**config.mk**
```make
export PLATFORM = sky130hd
export DESIGN_NAME = alu16_core
export DESIGN_NICKNAME = d
export VERILOG_FILES = /design/src/rtl/alu16_pkg.sv /design/src/rtl/alu16_opreg.sv /design/src/rtl/alu16_addsub.sv /design/src/rtl/alu16_shifter.sv /design/src/rtl/alu16_mul.sv /design/src/rtl/alu16_core.sv
export SDC_FILE = /design/constraint.sdc
export NUM_CORES = 1
export LEC_CHECK = 0
export ABC_AREA = 1
export BUFFER_PORTS_ARGS = -buffer_cell sky130_fd_sc_hd__buf_4
export CAP_MARGIN = 5
export CELL_PAD_IN_SITES_DETAIL_PLACEMENT = 0
export CELL_PAD_IN_SITES_GLOBAL_PLACEMENT = 1
export CORE_MARGIN = 5
export CORE_UTILIZATION = 25
export DETAILED_ROUTE_END_ITERATION = 10
export PLACE_DENSITY = 0.59
export SLEW_MARGIN = 5
export SYNTH_ARGS = -nofsm -noshare
export SYNTH_HDL_FRONTEND = slang
export SYNTH_SLANG_ARGS = --single-unit
```
**constraint.sdc**
```tcl
create_clock -name clk_i -period 12.71 [get_ports clk_i]
set_clock_uncertainty 0.05 [all_clocks]
set_input_delay 1.271 -clock clk_i [delete_from_list [all_inputs] [get_ports clk_i]]
set_output_delay 1.271 -clock clk_i [all_outputs]
set_load 0.02 [all_outputs]
```
**src/rtl/alu16_pkg.sv**
```systemverilog
package alu16_pkg;

  // Operation codes; the subtract select and the carry update depend on these values.
  typedef enum logic [2:0] {
    OP_HOLD  = 3'b000,
    OP_PASSA = 3'b001,
    OP_ADD   = 3'b010,
    OP_SUB   = 3'b011,
    OP_SHL   = 3'b100,
    OP_OR    = 3'b101,
    OP_AND   = 3'b110,
    OP_MUL   = 3'b111
  } alu_op_e;

  // True for the two codes that drive the shared carry chain.
  function automatic logic is_arith(input alu_op_e op);
    return (op == OP_ADD) || (op == OP_SUB);
  endfunction

endpackage

```
**src/rtl/alu16_opreg.sv**
```systemverilog
module alu16_opreg #(
  parameter int WIDTH = 16
) (
  input  logic             clk_i,
  input  logic             rst_i,
  input  logic             ld_i,
  input  logic [WIDTH-1:0] d_i,
  output logic [WIDTH-1:0] q_o
);

  logic [WIDTH-1:0] q_r;

  always_ff @(posedge clk_i) begin
    if (rst_i)     q_r <= '0;
    else if (ld_i) q_r <= d_i;
  end

  assign q_o = q_r;

endmodule

```
**src/rtl/alu16_addsub.sv**
```systemverilog
module alu16_addsub #(
  parameter int WIDTH = 16
) (
  input  logic [WIDTH-1:0] x_i,
  input  logic [WIDTH-1:0] y_i,
  input  logic             sub_i,
  output logic [WIDTH-1:0] sum_o,
  output logic             cout_o
);

  logic [WIDTH:0]   carry;
  logic [WIDTH-1:0] y_eff;

  // Two's complement subtraction: inverted B plus a carry-in of one.
  assign y_eff    = y_i ^ {WIDTH{sub_i}};
  assign carry[0] = sub_i;

  for (genvar i = 0; i < WIDTH; i++) begin : g_bit
    logic prop;
    assign prop       = x_i[i] ^ y_eff[i];
    assign sum_o[i]   = prop ^ carry[i];
    assign carry[i+1] = (x_i[i] & y_eff[i]) | (prop & carry[i]);
  end

  assign cout_o = carry[WIDTH];

endmodule

```
**src/rtl/alu16_shifter.sv**
```systemverilog
module alu16_shifter #(
  parameter int WIDTH      = 16,
  parameter int SHAMT_BITS = 2
) (
  input  logic [WIDTH-1:0]      a_i,
  input  logic [SHAMT_BITS-1:0] amt_i,
  output logic [WIDTH-1:0]      y_o
);

  localparam int STAGES = SHAMT_BITS + 1;

  logic [WIDTH-1:0] stg [STAGES];

  // Fixed first stage: the shift is never shorter than one place.
  assign stg[0] = {a_i[WIDTH-2:0], 1'b0};

  for (genvar k = 0; k < SHAMT_BITS; k++) begin : g_stage
    localparam int DIST = 1 << k;
    assign stg[k+1] = amt_i[k] ? {stg[k][WIDTH-1-DIST:0], {DIST{1'b0}}} : stg[k];
  end

  assign y_o = stg[STAGES-1];

endmodule

```
**src/rtl/alu16_mul.sv**
```systemverilog
module alu16_mul #(
  parameter int WIDTH = 16
) (
  input  logic [WIDTH-1:0] a_i,
  input  logic [WIDTH-1:0] b_i,
  output logic [WIDTH-1:0] p_o
);

  // Rows of an array multiplier, kept to the word width at every step.
  logic [WIDTH-1:0] acc [WIDTH+1];

  assign acc[0] = '0;

  for (genvar i = 0; i < WIDTH; i++) begin : g_row
    logic [WIDTH-1:0] part;
    assign part     = b_i[i] ? (a_i << i) : '0;
    assign acc[i+1] = acc[i] + part;
  end

  assign p_o = acc[WIDTH];

endmodule

```
**src/rtl/alu16_core.sv**
```systemverilog
module alu16_core
  import alu16_pkg::*;
#(
  parameter int WIDTH      = 16,
  parameter int SHAMT_BITS = 2
) (
  input  logic             clk_i,
  input  logic             rst_i,
  input  logic             ld_a_i,
  input  logic             ld_b_i,
  input  logic [WIDTH-1:0] a_i,
  input  logic [WIDTH-1:0] b_i,
  input  logic [2:0]       op_i,
  output logic [WIDTH-1:0] res_o,
  output logic             cout_o
);

  logic [WIDTH-1:0] a_q, b_q;
  logic [WIDTH-1:0] add_x, add_y, add_sum, shl_y, mul_p;
  logic             add_c, sub_sel, arith_en;
  logic [WIDTH-1:0] alu_res;
  logic             alu_c;
  logic [WIDTH-1:0] res_q;
  logic             cout_q;
  alu_op_e          op;

  assign op = alu_op_e'(op_i);

  alu16_opreg #(.WIDTH(WIDTH)) u_reg_a (
    .clk_i(clk_i), .rst_i(rst_i), .ld_i(ld_a_i), .d_i(a_i), .q_o(a_q)
  );

  alu16_opreg #(.WIDTH(WIDTH)) u_reg_b (
    .clk_i(clk_i), .rst_i(rst_i), .ld_i(ld_b_i), .d_i(b_i), .q_o(b_q)
  );

  // Full decode of the subtract select; carry-chain operands are isolated otherwise.
  assign sub_sel  = (op == OP_SUB);
  assign arith_en = is_arith(op);
  assign add_x    = arith_en ? a_q : '0;
  assign add_y    = arith_en ? b_q : '0;

  alu16_addsub #(.WIDTH(WIDTH)) u_addsub (
    .x_i(add_x), .y_i(add_y), .sub_i(sub_sel), .sum_o(add_sum), .cout_o(add_c)
  );

  alu16_shifter #(.WIDTH(WIDTH), .SHAMT_BITS(SHAMT_BITS)) u_shl (
    .a_i(a_q), .amt_i(b_q[SHAMT_BITS-1:0]), .y_o(shl_y)
  );

  alu16_mul #(.WIDTH(WIDTH)) u_mul (
    .a_i(a_q), .b_i(b_q), .p_o(mul_p)
  );

  always_comb begin
    alu_res = '0;
    alu_c   = 1'b0;
    unique case (op)
      OP_HOLD:  begin alu_res = res_q; alu_c = cout_q; end
      OP_PASSA: alu_res = a_q;
      OP_ADD,
      OP_SUB:   begin alu_res = add_sum; alu_c = add_c; end
      OP_SHL:   alu_res = shl_y;
      OP_OR:    alu_res = a_q | b_q;
      OP_AND:   alu_res = a_q & b_q;
      OP_MUL:   alu_res = mul_p;
      default:  alu_res = '0;
    endcase
  end

  always_ff @(posedge clk_i) begin
    if (rst_i) begin
      res_q  <= '0;
      cout_q <= 1'b0;
    end else if (op != OP_HOLD) begin
      res_q  <= alu_res;
      cout_q <= alu_c;
    end
  end

  assign res_o  = res_q;
  assign cout_o = cout_q;

endmodule

```
# Word-level counts from Yosys, hierarchy flattened
# Cells that the tools add are included.
[totals]
register_bits = 49
word_cells = 137
[classes]
n_addsub = 15
n_eq_ne = 7
mux = 22
n_bitwise = 84
reduce_logical = 5
[ops]
columns = ["operator", "count"]
rows = [
  ["16-bit two-way mux", 20],
  ["16-bit adder", 15],
  ["16-bit case mux with 6 select lines", 1],
  ["1-bit AND", 32],
  ["1-bit XOR", 32],
  ["16-bit AND", 1],
  ["1-bit OR", 16],
  ["16-bit OR", 1],
  ["16-bit XOR", 1],
  ["3-bit equality test (second input constant)", 4],
  ["3-bit by 2-bit equality test with 1-bit output (second input constant)", 2],
  ["3-bit by 1-bit equality test with 1-bit output (second input constant)", 1],
  ["3-bit logical NOT", 1],
  ["3-bit nonzero test", 1],
  ["1-bit case mux with 2 select lines", 1],
  ["2-bit AND reduction", 1],
  ["2-bit OR reduction", 1],
  ["1-bit logical OR", 1],
  ["1-bit NOT", 1],
]

# Longest topological paths before layout
# Gate-level depths: netlist (run 1).
[logic_depth]
word_depth = 38
mapped_depth = 32
mapped_depth_nobuf = 30

# Cells and area by module
# From an unflattened synthesis (run 1), not the netlist that was laid out.
[unflattened]
hier_cells = 1376
hier_area_um2 = 8605.8
[by_module_without_submodules]
columns = ["mod", "instances", "cells_per_inst", "area_each_um2"]
rows = [
  ["alu16_mul", 1, 577, 4040.1],
  ["alu16_core", 1, 387, 2043.2],
  ["alu16_opreg", 2, 101, 670.6],
  ["alu16_addsub", 1, 115, 729.4],
  ["alu16_shifter", 1, 95, 451.7],
]

# Worst setup path after synthesis (run 1)
# Ideal clock, no wire load.
[synth_path]
path_type = "in2reg"
start = "input op_i[1]"
end = "register res_q[15], in the netlist res_o[15]"
setup_ns = 0.109
t_arrival_ns = 9.051
path_slack_ns = 3.500
stages = 23
path_cell_list = "inv_1 -> nor3_1 -> o21ai_0 -> fa_1 -> fa_1 -> fa_1 -> fa_1 -> fa_1 -> fa_1 -> fa_1 -> fa_1 -> fa_1 -> fa_1 -> fa_1 -> fa_1 -> fa_1 -> fa_1 -> fa_1 -> nor2_1 -> nor4_1 -> nand4_1 -> nand2_1 -> inv_1"
[synth_via]
elab_chain_cells = 37
elab_cells_between_ends = 79
[synth_rtl]
columns = ["element", "line_no", "text"]
rows = [
  ["start: declaration", "alu16_core.sv:13", "input logic [2:0] op_i,"],
  ["3-bit by 2-bit equality test with 1-bit output (on tied branches)", "alu16_pkg.sv:17, alu16_core.sv:58, alu16_core.sv:38", ""],
  ["1-bit logical OR", "alu16_pkg.sv:17", "return (op == OP_ADD) || (op == OP_SUB);"],
  ["16-bit two-way mux", "alu16_core.sv:41", "assign add_y = arith_en ? b_q : '0;"],
  ["16-bit XOR", "alu16_addsub.sv:15", "assign y_eff = y_i ^ {WIDTH{sub_i}};"],
  ["1-bit XOR", "alu16_addsub.sv:20", "assign prop = x_i[i] ^ y_eff[i];"],
  ["1-bit AND", "alu16_addsub.sv:22", "assign carry[i+1] = (x_i[i] & y_eff[i]) | (prop & carry[i]);"],
  ["1-bit OR", "alu16_addsub.sv:22", ""],
  ["1-bit AND", "alu16_addsub.sv:22", ""],
  ["[21 not listed]", "--", ""],
  ["1-bit AND", "alu16_addsub.sv:22", ""],
  ["1-bit OR", "alu16_addsub.sv:22", ""],
  ["1-bit AND", "alu16_addsub.sv:22", ""],
  ["1-bit OR", "alu16_addsub.sv:22", ""],
  ["1-bit AND", "alu16_addsub.sv:22", ""],
  ["1-bit OR", "alu16_addsub.sv:22", ""],
  ["1-bit XOR", "alu16_addsub.sv:21", "assign sum_o[i] = prop ^ carry[i];"],
  ["16-bit case mux with 6 select lines", "alu16_core.sv:58", "unique case (op)"],
  ["end signal: assignment", "alu16_core.sv:76", "res_q <= alu_res;"],
  ["end: declaration", "alu16_core.sv:23", "logic [WIDTH-1:0] res_q;"],
]
# Several ways; a longest one is shown, not always the timed one.
# A chain may end at the register's enable or synchronous reset.

# Worst setup path in the final report (run 1)
[layout_path]
start = "input op_i[2]"
end = "register res_q[15], in the netlist res_o[15]"
# Same word-level chain as after synthesis.

==> metrics.txt, run 1 <==
share of cells above drive strength 1=8.91%; met2 Resource Use GR=25.6%; GRT overflow=0; CTS tree=built; Pwr Density=80.0 nW/um^2; Starting Density=25.4%; Hold Vio Cnt, Final=0; Overall Power=634 uW; Setup Viol. Count Final=0; number of global-route vias before repair=6327; DIE WIDTH=178 microns; GP Congestion=0.894; yosys warns=0; CTS root buffer=clkbuf_16; fin crit period=9720 ps; Max rail drop VDD=0.0516 mV; nets=1198; drt via density=4.55; register area=981 sq um; HPWL Detailed=19300 microns; P_leak=3.88 nW; initial antenna violation count=0; sequential cell area fraction in the yosys report=13.8%; fmax=103 MHz; Max Cap Viol=0; RSZ-0062 raised after global routing=false; Clk Latency, worst-skew pair=300 ps; Post-synth ARST share=0%; Cell Area, Synth=7090 sq um; Buffers on Ports=55; total number of vias=6359; critical path's slowest cell=nand3_1; Max FO, Critical Path=16; Hold Path Depth=2; die area=31800 sq um; synthesized area per cell=7.06 sq um; min-delay worst type=flop to flop; Die Y=178 microns; Tcrit/Tclk final=76.5%; Routed Antenna Nets=0; filler cell count=3104; Antenna Cells=0; Initial DRC Count=472; max-slew violations=0; global-route wire length before repair=37800 microns; largest net degree at the start of global routing=33; TritonRoute pass-1 iters=5; area occupied by multi-input gates=5050 sq um; global route hottest layer=met2; Tightest Pin Transition=970 ps; Worst setup SP type=primary input; outcome=finished clean; #FFs+latches synth=49; Worst EP required=12860 ps; # Post-CTS Setup Buffers=0; Main synth FF type=dfxtp_1; Rel. slew slack=35.2%; PostCTS Resize Cnt=0; r2r worst-path depth=23; Critical path buffers and inverters=3; slowest stage delay, CP=490 ps; synth unique cells=46; commonest non-fill, non-tap cell in the layout=nand2_1; EDFF count, synth=0; hold buffer count at cts=0; drt drc=0; Routed WL=24200 microns; grt met1 use=22.7%; CP most frequent cell=fa_1; family with the most delay on the worst path=adder cells; I/O Pins=56; core area=27900 sq um; Setup crit end kind=flop; Syn Inst Count=1004; wire per inst=17.3 microns; setup TNS=0 ps; Overall Global Routing Usage=15.6%; area grow syn2layout=11.8%; # clock sinks=49; Max Root-Sink Buffers=2; Crit path depth=25; Worst EP arrival=9870 ps; most frequent cells in the layout=261 x nand2_1, 202 x inv_1, 99 x fa_1; clock-pin slew on the worst setup and hold paths=70 ps; Num CTS Buffers=5; # rows=61; Setup Crit Path Kind=primary input to flop; H-tree depth=2; Mapped Nets=1182; GR Util met3=1.38%
==> kinds of logic after synthesis <==
| family | after synthesis | synth area share, % |
|---|---|---|
| compound gates | 181 | 14.2 |
| simple gates | 368 | 21.5 |
| xor+xnor | 3 | 0.371 |
| flops | 49 | 13.8 |
| fa+ha+maj | 139 | 35.0 |
| buf+inv | 263 | 14.9 |
| mux | 1 | 0.141 |
==> tightest hold or removal path, cell delays in order, from the launching register on <==
cell and delay (ps):
dfxtp_1 330, nand2_1 70, a21oi_1 60
==> final cells by class <==
cell class	instances	share of cell area [%]
clock buffer	6	1.75
clock inverter	2	0.205
inverter	206	9.75
multi-input combinational	692	63.7
sequential	49	12.4
tap	378	5.97
timing repair buffer	66	6.25
==> metrics by stage <==
step | area, sq um | setup WS, ps | utilization (%) | instances | hold slack (ps)
floorplan | 7090 | 3500 | - | 1004 | 447
detailed placement | 7770 | 2650 | 27.9 | 1391 | 430
finish | 7930 | 2990 | 28.5 | 1399 | 439
global route | 7930 | 2550 | 28.5 | 1399 | 460
global placement | 7770 | 2690 | 27.9 | 1391 | 415
CTS | 7930 | 2960 | 28.5 | 1399 | 440
==> synthesized netlist by cell type (all sizes together) (2+ instances only) <==
library cell,instances,area share (%)
or2,3,0.26
a2111oi,2,0.25
nor3,7,0.65
a21oi,64,4.5
nor2,42,2.4
nand3,37,2.7
o211ai,10,1.1
a311oi,2,0.25
clkbuf,36,2.2
xnor2,2,0.25
a31oi,8,0.71
nand2,268,15
nand4,5,0.44
buf,21,1.8
dfxtp,49,14
o21ai,81,5.7
nor4,3,0.26
ha,40,7.1
o2111ai,6,0.74
fa,99,28
inv,206,11
==> report_power, final <==
part	switching [mW]	internal [mW]	leakage (nW)
clock network	0.0636	0.0792	0.0735
logic	0.185	0.114	3.40
registers	0.0264	0.166	0.406
total	0.275	0.359	3.88
==> flip-flops by register name (all words and copies together), names as in the netlist <==
name	count
u_reg_b.q_o	16
res_o	16
u_reg_a.q_o	16
cout_o	1
==> per-layer routing <==
| metal | vias to the layer above | routed length (microns) |
|---|---|---|
| met3 | 18 | 1020 |
| met5 | - | 0 |
| li1 | 3129 | - |
| met1 | 3064 | 11600 |
| met2 | 148 | 11300 |
| met4 | 0 | 294 |
==> final timing paths <==
kind	startpoint	to	slack, ps
worst min register to register	cout_o	cout_o	440
worst max-delay path	op_i[2]	res_o[15]	2990
worst max register to register	u_reg_b.q_o[0]	res_o[15]	3720
worst min-delay path	cout_o	cout_o	440
(Power assumes the default switching activity.)
==> run 2, diff against run 1 <==
==> constraint.sdc (replaced) <==
create_clock -name clk_i -period 9.31 [get_ports clk_i]
set_clock_uncertainty 0.05 [all_clocks]
set_input_delay 0.931 -clock clk_i [delete_from_list [all_inputs] [get_ports clk_i]]
set_output_delay 0.931 -clock clk_i [all_outputs]
set_load 0.02 [all_outputs]
==> run 2 against run 1 <==
Compared with the run above: core utilization is essentially flat; via count grew 1.1%; combinational power grew 37%; first-iteration DRC count shrank 26%; clock power grew 36%; flip-flop and latch count is the same; highest routed layer unchanged; die area is the same; non-clock buffer count grew 2.
==> metrics.txt, run 2 (same netlist as run 1, synthesis figures left out) <==
min-delay worst type=flop to flop (unchanged); most frequent cells in the layout=261 x nand2_1, 202 x inv_1, 99 x fa_1 (unchanged); CTS tree=built (unchanged); Overall Global Routing Usage=15.7% (was 15.6%); RSZ-0062 raised after global routing=false (unchanged); Routed Antenna Nets=0 (unchanged); Setup Viol. Count Final=0 (unchanged); Final Instance Area=7930 sq um (about the same); Tcrit/Tclk final=95.9%; setup TNS=0 ps (unchanged); Tightest Pin Transition=992 ps (was 970 ps); Max Cap Viol=0 (unchanged); GP Congestion=0.913 (was 0.894); Rel. slew slack=33.6% (was 35.2%); Max FO, Critical Path=6 (was 16); Hold Vio Cnt, Final=0 (unchanged); Clk Latency, worst-skew pair=300 ps (about the same); fmax=112 MHz; HPWL Detailed=19400 microns (was 19300 microns); core area=27900 sq um (unchanged); Die Y=178 microns (unchanged); Setup crit end kind=flop (unchanged); DIE WIDTH=178 microns (unchanged); drt drc=0 (unchanged); Initial DRC Count=349 (was 472); commonest non-fill, non-tap cell in the layout=nand2_1 (unchanged); TritonRoute pass-1 iters=5 (unchanged); filler cell count=3133 (was 3104); clock-pin slew on the worst setup and hold paths=70 ps (about the same); H-tree depth=2 (unchanged); share of cells above drive strength 1=9.09% (was 8.91%); Worst EP required=9460 ps (was 12860 ps); nets=1200 (was 1198); # rows=61 (unchanged); Worst EP arrival=9080 ps (was 9870 ps); hold buffer count at cts=0 (unchanged); initial antenna violation count=0 (unchanged); Buffers on Ports=55 (unchanged); outcome=finished clean (unchanged); Max rail drop VDD=0.0631 mV (was 0.0516 mV); Antenna Cells=0 (unchanged); global-route wire length before repair=37900 microns (was 37800 microns); area grow syn2layout=11.9% (was 11.8%); Pwr Density=109 nW/um^2 (was 80.0 nW/um^2); P_leak=3.88 nW (about the same); Starting Density=25.4% (unchanged); total number of vias=6432 (was 6359); largest net degree at the start of global routing=33 (unchanged); placed inst area=7790 sq um (was 7770 sq um); Worst setup SP type=primary input (unchanged); Num CTS Buffers=5 (unchanged); max-slew violations=0 (unchanged); drt via density=4.59 (was 4.55); I/O Pins=56 (unchanged); wire per inst=17.5 microns (was 17.3 microns); Routed WL=24600 microns (was 24200 microns); CTS root buffer=clkbuf_16 (unchanged); R2R setup slack=940 ps (was 3720 ps); PostCTS Resize Cnt=0 (unchanged); # Post-CTS Setup Buffers=0 (unchanged); die area=31800 sq um (unchanged); Max Root-Sink Buffers=2 (unchanged); # clock sinks=49 (unchanged); number of global-route vias before repair=6374 (was 6327); Setup Crit Path Kind=primary input to flop (unchanged); fin crit period=8930 ps; GRT overflow=0 (unchanged)
run 2: changes by cell type in the layout (fill, tap and decap cells not counted):
cell,delta
buf_4,+2
clkbuf_8,-1
clkinv_2,+1
run 2: power breakdown:
part,total [mW],switching (mW),internal (mW)
Combinational,0.409,0.254,0.155
Clock,0.195,0.0944,0.101
Sequential,0.263,0.0367,0.227
Total,0.867,0.385,0.482
run 2: path summary, 6_finish.rpt:
path	depth (start not counted)	to	start
min	2	cout_o	cout_o
max reg2reg	23	res_o[15]	u_reg_b.q_o[0]
max	24	res_o[15]	op_i[1]
min reg2reg	2	cout_o	cout_o
run 2: per-stage QoR:
stage / total power [mW] / setup WS (ps) / hold slack [ps] / util [%] / cells
2_1_floorplan: 0.524 / 440 / 447 / - / 1004
4_1_cts: 0.877 / 357 / 439 / 28.5 / 1401
6_report: 0.867 / 382 / 440 / 28.5 / 1401
5_1_grt: 0.938 / 4.16 / 479 / 28.5 / 1401
3_5_place_dp: 0.682 / 56.7 / 429 / 28.0 / 1393
3_3_place_gp: 0.681 / 107 / 417 / 28.0 / 1393
run 2: per-layer routing:
| metal | up-vias | track usage [%] | wire length, microns |
|---|---|---|---|
| li1 | 3141 | - | - |
| met1 | 3118 | 23.0 | 11900 |
| met2 | 149 | 25.7 | 11300 |
| met3 | 24 | 1.55 | 1050 |
| met4 | 0 | 2.53 | 325 |
| met5 | - | 0 | 0 |
run 2: layout make-up:
type	count	area (sq um)	share of cell area, %
inverter	206	773	9.75
multi-input combinational	692	5050	63.6
tap	378	473	5.96
clock inverter	3	21.3	0.268
sequential	49	981	12.4
clock buffer	5	125	1.58
timing repair buffer	68	510	6.43
run 2: worst max-delay path, cell delays in order:
cell     delay (ps)
buf_4           130
inv_1            80
nor3_1          260
o21ai_0         170
fa_1            460
fa_1            460
fa_1            460
fa_1            460
fa_1            460
fa_1            460
fa_1            460
fa_1            470
fa_1            460
fa_1            460
fa_1            460
fa_1            470
fa_1            460
fa_1            440
fa_1            490
nor2_1           50
nor4_1          260
nand4_1         120
nand2_1         110
inv_1            40
